`src/rtl/adc_trk_pkg.sv`:
```
package adc_trk_pkg;
  localparam int REG_W        = 32;
  localparam int ADDR_CTRL    = 0;
  localparam int ADDR_GLOB    = 1;
  localparam int ADDR_STAT    = 2;
  localparam int ADDR_MASK    = 3;
  localparam int ADDR_CH_BASE = 4;
  localparam int RES_DONE_BIT = 31;
  localparam int RES_OVR_BIT  = 30;
  localparam int RES_CH_LSB   = 24;
  localparam int STAT_OVR_LSB = 8;
  localparam int STAT_INT_BIT = 16;
endpackage

```
`src/rtl/adc_chan_bank.sv`:
```
module adc_chan_bank import adc_trk_pkg::*; #(
  parameter int NUM_CH = 5,
  parameter int DATA_W = 10,
  parameter int CH_W   = 3
) (
  input  logic              clk,
  input  logic              rst,
  input  logic              cv_valid,
  input  logic [CH_W-1:0]   cv_chan,
  input  logic [DATA_W-1:0] cv_data,
  input  logic              burst,
  input  logic [NUM_CH-1:0] rd_clr,
  input  logic              rd_en,
  input  logic [CH_W-1:0]   rd_idx,
  output logic [NUM_CH-1:0] done_o,
  output logic [NUM_CH-1:0] ovr_o,
  output logic [REG_W-1:0]  word_o
);
  logic [DATA_W-1:0] mem [NUM_CH];
  logic [DATA_W-1:0] mem_q;
  logic              snap_done, snap_ovr;

  // sample storage, no reset, synchronous read-before-write
  always_ff @(posedge clk) begin
    if (cv_valid && (32'(cv_chan) < NUM_CH)) mem[cv_chan] <= cv_data;
    if (rd_en) mem_q <= mem[rd_idx];
  end

  for (genvar g = 0; g < NUM_CH; g++) begin : g_flag
    always_ff @(posedge clk) begin
      if (rst) begin
        done_o[g] <= 1'b0;
        ovr_o[g]  <= 1'b0;
      end else if (cv_valid && (cv_chan == CH_W'(g))) begin
        done_o[g] <= 1'b1;
        ovr_o[g]  <= burst & done_o[g];
      end else if (rd_clr[g]) begin
        done_o[g] <= 1'b0;
        ovr_o[g]  <= 1'b0;
      end
    end
  end

  always_ff @(posedge clk) begin
    if (rst) begin
      snap_done <= 1'b0;
      snap_ovr  <= 1'b0;
    end else if (rd_en) begin
      snap_done <= done_o[rd_idx];
      snap_ovr  <= ovr_o[rd_idx];
    end
  end

  always_comb begin
    word_o               = '0;
    word_o[RES_DONE_BIT] = snap_done;
    word_o[RES_OVR_BIT]  = snap_ovr;
    word_o[DATA_W-1:0]   = mem_q;
  end
endmodule

```
`src/rtl/adc_glob_reg.sv`:
```
module adc_glob_reg import adc_trk_pkg::*; #(
  parameter int DATA_W = 10,
  parameter int CH_W   = 3
) (
  input  logic              clk,
  input  logic              rst,
  input  logic              cv_valid,
  input  logic [CH_W-1:0]   cv_chan,
  input  logic [DATA_W-1:0] cv_data,
  input  logic              ctrl_wr,
  input  logic              ctrl_burst,
  input  logic              busy,
  input  logic              rd_clr,
  output logic              burst_o,
  output logic              restart_o,
  output logic              done_o,
  output logic [REG_W-1:0]  word_o
);
  logic              ovr_q;
  logic [CH_W-1:0]   chan_q;
  logic [DATA_W-1:0] data_q;

  always_ff @(posedge clk) begin
    if (rst) begin
      burst_o   <= 1'b0;
      restart_o <= 1'b0;
      done_o    <= 1'b0;
      ovr_q     <= 1'b0;
      chan_q    <= '0;
      data_q    <= '0;
    end else begin
      restart_o <= ctrl_wr & busy;
      if (ctrl_wr) burst_o <= ctrl_burst;
      if (cv_valid) begin
        done_o <= 1'b1;
        ovr_q  <= burst_o & done_o;
        chan_q <= cv_chan;
        data_q <= cv_data;
      end else if (ctrl_wr) begin
        done_o <= busy;
      end else if (rd_clr) begin
        done_o <= 1'b0;
        ovr_q  <= 1'b0;
      end
    end
  end

  always_comb begin
    word_o                          = '0;
    word_o[RES_DONE_BIT]            = done_o;
    word_o[RES_OVR_BIT]             = ovr_q;
    word_o[RES_CH_LSB +: CH_W]      = chan_q;
    word_o[DATA_W-1:0]              = data_q;
  end
endmodule

```
`src/rtl/adc_irq_gen.sv`:
```
module adc_irq_gen #(
  parameter int NUM_CH = 5
) (
  input  logic              clk,
  input  logic              rst,
  input  logic              mask_wr,
  input  logic [NUM_CH-1:0] mask_in,
  input  logic [NUM_CH-1:0] done_vec,
  output logic [NUM_CH-1:0] mask_o,
  output logic              flag_o,
  output logic              irq_o
);
  assign flag_o = |(done_vec & mask_o);

  always_ff @(posedge clk) begin
    if (rst) begin
      mask_o <= '0;
      irq_o  <= 1'b0;
    end else begin
      if (mask_wr) mask_o <= mask_in;
      irq_o <= flag_o;
    end
  end
endmodule

```
`src/rtl/adc_status_tracker.sv`:
```
module adc_status_tracker import adc_trk_pkg::*; #(
  parameter int NUM_CH = 5,
  parameter int DATA_W = 10,
  parameter int ADDR_W = 4,
  parameter int CH_W   = $clog2(NUM_CH)
) (
  input  logic              clk,
  input  logic              rst,
  input  logic              conv_valid,
  input  logic [CH_W-1:0]   conv_chan,
  input  logic [DATA_W-1:0] conv_data,
  input  logic              conv_busy,
  input  logic              reg_wr,
  input  logic              reg_rd,
  input  logic [ADDR_W-1:0] reg_addr,
  input  logic [NUM_CH-1:0] reg_wdata,
  output logic [REG_W-1:0]  reg_rdata,
  output logic              irq,
  output logic              restart
);
  logic              is_ctrl, is_glob, is_stat, is_mask, ch_hit;
  logic [ADDR_W-1:0] ch_off;
  logic [NUM_CH-1:0] rd_clr, ch_done, ch_ovr, mask;
  logic [REG_W-1:0]  bank_word, glob_word, stat_word, rdata_q;
  logic              burst, glob_done, int_flag, ch_sel_q;

  assign is_ctrl = reg_addr == ADDR_W'(ADDR_CTRL);
  assign is_glob = reg_addr == ADDR_W'(ADDR_GLOB);
  assign is_stat = reg_addr == ADDR_W'(ADDR_STAT);
  assign is_mask = reg_addr == ADDR_W'(ADDR_MASK);
  assign ch_off  = reg_addr - ADDR_W'(ADDR_CH_BASE);
  assign ch_hit  = (reg_addr >= ADDR_W'(ADDR_CH_BASE)) && (ch_off < ADDR_W'(NUM_CH));

  for (genvar g = 0; g < NUM_CH; g++) begin : g_clr
    assign rd_clr[g] = reg_rd && ch_hit && (ch_off == ADDR_W'(g));
  end

  adc_chan_bank #(.NUM_CH(NUM_CH), .DATA_W(DATA_W), .CH_W(CH_W)) u_bank (
    .clk(clk), .rst(rst), .cv_valid(conv_valid), .cv_chan(conv_chan),
    .cv_data(conv_data), .burst(burst), .rd_clr(rd_clr),
    .rd_en(reg_rd && ch_hit), .rd_idx(ch_off[CH_W-1:0]),
    .done_o(ch_done), .ovr_o(ch_ovr), .word_o(bank_word)
  );

  adc_glob_reg #(.DATA_W(DATA_W), .CH_W(CH_W)) u_glob (
    .clk(clk), .rst(rst), .cv_valid(conv_valid), .cv_chan(conv_chan),
    .cv_data(conv_data), .ctrl_wr(reg_wr && is_ctrl), .ctrl_burst(reg_wdata[0]),
    .busy(conv_busy), .rd_clr(reg_rd && is_glob), .burst_o(burst),
    .restart_o(restart), .done_o(glob_done), .word_o(glob_word)
  );

  adc_irq_gen #(.NUM_CH(NUM_CH)) u_irq (
    .clk(clk), .rst(rst), .mask_wr(reg_wr && is_mask), .mask_in(reg_wdata),
    .done_vec(ch_done), .mask_o(mask), .flag_o(int_flag), .irq_o(irq)
  );

  always_comb begin
    stat_word                           = '0;
    stat_word[NUM_CH-1:0]               = ch_done;
    stat_word[STAT_OVR_LSB +: NUM_CH]   = ch_ovr;
    stat_word[STAT_INT_BIT]             = int_flag;
  end

  always_ff @(posedge clk) begin
    if (rst) begin
      rdata_q  <= '0;
      ch_sel_q <= 1'b0;
    end else if (reg_rd) begin
      ch_sel_q <= ch_hit;
      if (is_glob)      rdata_q <= glob_word;
      else if (is_stat) rdata_q <= stat_word;
      else if (is_mask) rdata_q <= REG_W'(mask);
      else              rdata_q <= '0;
    end
  end

  assign reg_rdata = ch_sel_q ? bank_word : rdata_q;
endmodule

```
`config.mk`:
```
export PLATFORM = sky130hd
export DESIGN_NAME = adc_status_tracker
export DESIGN_NICKNAME = d
export VERILOG_FILES = /design/src/rtl/adc_trk_pkg.sv /design/src/rtl/adc_chan_bank.sv /design/src/rtl/adc_glob_reg.sv /design/src/rtl/adc_irq_gen.sv /design/src/rtl/adc_status_tracker.sv
export SDC_FILE = /design/constraint.sdc
export NUM_CORES = 1
export LEC_CHECK = 0
export BUFFER_PORTS_ARGS = -buffer_cell sky130_fd_sc_hd__buf_4
export CELL_PAD_IN_SITES_DETAIL_PLACEMENT = 1
export CELL_PAD_IN_SITES_GLOBAL_PLACEMENT = 1
export CORE_UTILIZATION = 35
export CTS_CLUSTER_SIZE = 25
export DETAILED_ROUTE_END_ITERATION = 10
export PLACE_DENSITY_LB_ADDON = 0.15
export SLEW_MARGIN = 20
export SYNTH_ARGS = -nofsm -noshare
export SYNTH_HDL_FRONTEND = slang
export SYNTH_HIERARCHICAL = 1
export SYNTH_SLANG_ARGS = --single-unit
```
`constraint.sdc`:
```
create_clock -name clk -period 2.1 [get_ports clk]
set_input_delay 0.21 -clock clk [delete_from_list [all_inputs] [get_ports clk]]
set_output_delay 0.21 -clock clk [all_outputs]
set_load 0.01 [all_outputs]
```
==> impl_metrics.toml, run 1 <==
[die]
num_rows = 46
io_pins = 62
chipWidth_um = 131.2
core_mm2 = 0.01612
die_area_mm2 = 0.01721
die_h_um = 131.2
initial_core_util_pct = 36.26

[sta]
whs_ns = 0.01759
slew-limit-headroom_pct = 62.78
hold_viol_final = 0
fmax_ghz = 0.4997
period_needed_ns = 2.001
setup_viol = 0
tightest_slew_ns = 0.5562
setup_tns_ns = 0
fin_ws_ns = 0.09871
skew_ns = 0.005648
period_share_pct = 95.30
rsz0062_at_grt = "no"
drv_slew = 0

[worst_setup_path]
path_max_fanout = 34
startpoint = "ch_sel_q"
r2r-start = "u_bank/mem[3][7]"
r2r_cells = 2
r2r_end = "u_bank/mem_q[7]"
worstPathRequired_ns = 1.89
r2r_slack_ns = 0.70
worstSetupEndpoint = "reg_rdata[31]"
endpoint_kind = "output port"
worstSetupPathType = "flop to output port"
critPathLaunchType = "flop"
arrival_ns = 1.79

[clock_network]
cts.sinks = 128
cts_root_buffer = "clkbuf_16"
clock_latency_ns = 0.42
path_clk_slew_ns = 0.06
cts_buffers = 17
htreeDepth = 4
ctsResizeCount = 0
cts_buffer_depth = 2
cts_tree = "done"

[pwr]
p_leak_uw = 0.002722
p_per_area_mw_per_mm2 = 889.7
power.total_uw = 6202
irDropWorstVdd_uv = 573.2

[global_routing]
globalRouteOverflowTotal = 0
grt_pass1_wl_um = 21740
grt_max_degree = 40
grt_pass1_vias = 3903
antenna_found_initial = 0
grt.total_usage_pct = 17.10

[finish]
drive_above_1_share_pct = 27.89
antenna_cells = 0
syn2layout_area_growth_pct = 19.29
fin_nets = 588
utilization_pct = 43.25

[synth]
syn_area_per_cell_um2 = 11.80
synthArstFlopShare_pct = 0
netlist.area_leader.share_pct = 30.84
yosys-top-cells-area = "edfxtp_1, dfxtp_1, mux2_2, buf_4, mux2i_1"
synth_cell_type_count = 45
yosysTopAreaCell = "edfxtp_1"
yosys_warnings = 6
ys_ff_latch = 128
seq_area_frac_synth_pct = 54.13
synth-edff-count = 60
postSynthCellCount = 495
synth.most_common_cell = "dfxtp_1"
syn_area_mm2 = 0.005843
synth_common_cells = "dfxtp_1, edfxtp_1, nor2_1"
synthFlopType = "dfxtp_1"

[detailed_routing]
first_pass_iters = 4
routed_wl_um = 13860
ant_nets = 0
drt_iter0_drc = 171
via_per_inst = 4.770
drc = 0
routedWlPerCell_um = 17.63
via_count = 3749

[place]
dp_hpwl_um = 9536
pre_cts_slack_ns = 0.2883
place.gp.congestion = 0.7203
io_buffers = 61

[worst_hold_path]
hold_path_class = "input port to flop"
hp-start = "conv_data[0]"

[flow_run]
maxCapViolCount = 0

[status]
status = "completed"
## power breakdown
part	internal (uW)	leakage (uW)	switching, uW
Clock	1930	0.000300	1100
Combinational	204	0.00132	243
Sequential	2690	0.00110	35.3
Total	4820	0.00272	1380
## cells by family after synthesis
kind of cell,share of synthesized area [%]
other,0.1285
adders and majority gates,0.6425
AOI/OAI and AO/OA,6.788
and+or+nand+nor,12.63
DFF,54.13
muxes,16.77
buffers and inverters,8.908
## through the flow
stage	instance area, um^2	cells
detailed placement	6349	753
finish	6970	786
CTS	6970	786
global route	6970	786
floorplan	5974	530
global placement	6349	753
## critical path, stage by stage (launching register included)
cell     delay [ns]
dfxtp_1        0.57
buf_12         0.26
mux2_2         0.38
buf_4          0.15
## per-layer routing
metal | track usage [%] | up-vias | share of wire, % | routed length (um)
met3 | 3.781 | 17 | 4.3 | 597
met2 | 29.14 | 82 | 51 | 7127
li1 | - | 1812 | - | -
met4 | 7.451 | 0 | 1.4 | 197
met1 | 20.65 | 1838 | 43 | 5935
met5 | 0 | - | 0 | 0
## flip-flops by register name, indices dropped and copies added, names as in the netlist
| name | cells |
|---|---|
| u_glob/burst_o | 1 |
| ch_sel_q | 1 |
| u_bank/mem | 50 |
| u_bank/ovr_o | 5 |
| u_irq/mask_o | 5 |
| u_bank/mem_q | 10 |
| u_glob/chan_q | 3 |
| rdata_q | 32 |
| u_glob/restart_o | 1 |
| u_bank/snap_done | 1 |
| u_glob/data_q | 10 |
| u_glob/ovr_q | 1 |
| u_bank/done_o | 5 |
| u_bank/snap_ovr | 1 |
| u_irq/irq_o | 1 |
| u_glob/done_o | 1 |
## placed cells by master, fill, tap and decap left out, types with 2 or more instances in the layout
master	instances
nand3_1	3
o221a_2	2
o221a_1	3
nand4bb_1	3
conb_1	37
buf_4	74
nor4bb_1	2
inv_6	3
a22oi_1	7
nor3_1	3
a21oi_1	33
clkinv_4	3
nor2b_1	25
mux4_1	5
and3_1	2
clkbuf_16	17
edfxtp_1	60
o21ai_0	7
o32ai_1	6
mux2i_1	24
dfxtp_1	68
mux2_2	44
clkinv_1	2
mux4_2	5
nand2_1	21
nand2b_1	10
ha_1	3
clkbuf_8	2
nand3b_1	3
nor2_1	58
nor3_2	3
inv_1	13
bufinv_16	3
## worst min path at each step
stage,end,cells after the start,slack (ns)
floorplan,u_irq/irq_o,1,0.28
global placement,u_bank/mem[0][2],1,0.44
detailed placement,u_bank/mem[2][1],1,0.44
CTS,u_bank/mem[1][2],1,0.001
global route,u_bank/mem[0][3],1,0.009
finish,u_bank/mem[4][0],1,0.02
## what timing repair did
item,CTS,global route
hold buffers,1,0
endpoints found under the hold margin,5,0
buffers inserted,0,0
## layout make-up
cell class | count | area [um^2]
timing repair buffer | 76 | 585.6
clock inverter | 12 | 155.1
tap | 216 | 270.3
sequential | 128 | 3163
fill | 1741 | 9145
inverter | 13 | 48.80
multi-input combinational | 321 | 2291
clock buffer | 20 | 456.7
(Power assumes the default switching activity.)
==> run 2, diff against run 1 <==
BUFFER_PORTS_ARGS = not set   (was -buffer_cell sky130_fd_sc_hd__buf_4)
CELL_PAD_IN_SITES_DETAIL_PLACEMENT = 0   (was 1)
CELL_PAD_IN_SITES_GLOBAL_PLACEMENT = 2   (was 1)
DONT_BUFFER_PORTS = 1   (was not set)
==> run 2 against run 1 <==
Effect of this change: cell count is 5.6% lower; register-to-register slack got worse by 0.04 ns; via count fell by 5.3%; sequential cell count unchanged; core utilization down 2.1 points; maximum frequency is 12% higher; critical path depth decreased by 1; design area fell by 4.8%; non-clock buffer count decreased by 46; clock power decreased by 9.6%.
==> impl_metrics.toml, run 2 (synthesized netlist as in run 1, its figures left out) <==
[status]
status = "completed"

[clock_network]
ctsResizeCount = 0
cts_buffers = 17
cts_root_buffer = "clkbuf_16"
cts.sinks = 128
path_clk_slew_ns = 0.06
cts_setup_buffers = 0
clock_latency_ns = 0.42
htreeDepth = 4
cts_buffer_depth = 2
cts_tree = "done"

[detailed_routing]
routedWlPerCell_um = 18.80
via_count = 3550
via_per_inst = 4.784
ant_nets = 0
routed_wl_um = 13950
drt_iter0_drc = 180
drc = 0
first_pass_iters = 4

[die]
core_mm2 = 0.01612
io_pins = 62
die_area_mm2 = 0.01721
chipWidth_um = 131.2
die_h_um = 131.2
num_rows = 46
initial_core_util_pct = 36.26

[global_routing]
antenna_found_initial = 2
grt_max_degree = 69
grt_pass1_vias = 3645
grt_pass1_wl_um = 21770
grt.total_usage_pct = 17.28
globalRouteOverflowTotal = 0

[sta]
slew-limit-headroom_pct = 28.38
fmax_ghz = 0.5582
setup_viol = 0
period_share_pct = 85.30
rsz0062_at_grt = "no"
period_needed_ns = 1.791
tightest_slew_ns = 1.071
skew_ns = 0.01070
setup_tns_ns = 0
fin_ws_ns = 0.3087
hold_viol_final = 0
whs_ns = 0.01627
drv_slew = 0

[worst_setup_path]
cpLargestDelayFamily = "flip-flops"
worstPathRequired_ns = 1.89
critPathLaunchType = "flop"
endpoint_kind = "output port"
cp.buffers_inverters = 1
path_max_fanout = 29
arrival_ns = 1.58
max_stage_delay_ns = 0.53
slowest_stage = "dfxtp_2"
crit_chain = "buf_12 > mux2_2"
worstSetupPathType = "flop to output port"

[place]
io_buffers = 0
pre_cts_slack_ns = 0.4618
dp_hpwl_um = 8909
place.gp.congestion = 0.7548
placedInstanceArea_mm2 = 0.005839
placed_cells = 685

[finish]
top_regs = "u_bank/mem: 50 flops, rdata_q: 32 flops"
finalNonFillerCells = 742
regMostFlops = "u_bank/mem"
syn2layout_area_growth_pct = 13.60
fin_nets = 542
layout_commonest_cell = "dfxtp_1"
drive_above_1_share_pct = 18.13
fin_area_mm2 = 0.006638
mostFrequentLayoutCells = "dfxtp_1, edfxtp_1, nor2_1"
nFillCells = 1553
largest_reg_flops = 50

[pwr]
p_leak_uw = 0.002443
p_per_area_mw_per_mm2 = 878.7
irDropWorstVdd_uv = 529.5

[flow_run]
maxCapViolCount = 0

[worst_hold_path]
hold_path_class = "input port to flop"
-- run 2: cell types whose count changed in the layout (fill, tap and decap cells not counted), moves of 2 or more --
| cell | delta |
|---|---|
| buf_4 | -68 |
| bufinv_16 | -3 |
| clkbuf_8 | -2 |
| diode_2 | +2 |
| dlygate4sd3_1 | +20 |
| inv_6 | +3 |
| inv_8 | +2 |
-- run 2: worst paths after layout --
kind	cells past startpoint	from	slack, ns	end
hold / removal	3	reg_rd	0.02	rdata_q[22]
hold reg to reg	2	rdata_q[8]	0.48	rdata_q[8]
setup reg to reg	2	u_bank/mem[1][9]	0.66	u_bank/mem_q[9]
setup / recovery	2	ch_sel_q	0.31	reg_rdata[31]
-- run 2: report_power, final --
| part | total, uW | internal (uW) | leakage, uW | switching (uW) |
|---|---|---|---|---|
| combinational | 367 | 167 | 0.00108 | 200 |
| sequential | 2720 | 2690 | 0.00110 | 38.5 |
| clock | 2740 | 1540 | 0.000269 | 1200 |
-- run 2: routing by layer --
metal  routed length (um)  global-route usage, %
met2                 6811                  28.75
met4                  308                  7.843
met1                 6084                  20.71
met3                  741                  4.784
met5                    0                      0
-- run 2: cell type report --
type / instances / area, um^2 / area share [%]
antenna: 2 / 5.005 / 0.07540
inverter: 13 / 48.80 / 0.7352
clock inverter: 15 / 125.1 / 1.885
tap: 216 / 270.3 / 4.072
clock buffer: 17 / 425.4 / 6.409
timing repair buffer: 30 / 307.8 / 4.637
sequential: 128 / 3164 / 47.67
multi-input combinational: 321 / 2291 / 34.51
-- run 2: per-stage QoR --
| stage | total power, uW | util (%) |
|---|---|---|
| finish | 5832 | 41.19 |
| global route | 6051 | 41.17 |
| CTS | 5906 | 41.19 |
| detailed placement | 3053 | 36.23 |
| global placement | 3050 | 36.23 |
| floorplan | 3083 | - |
-- run 2: what timing repair did --
action | 4_1_cts | 5_1_grt
hold buffers | 23 | 0
endpoints found under the setup margin | 0 | 0
hold endpoints to repair | 118 | 0
-- run 2: worst min-delay path, stage by stage --
cell and delay [ns]:
nor2b_1 0.02, a21oi_1 0.10, nor2_1 0.05
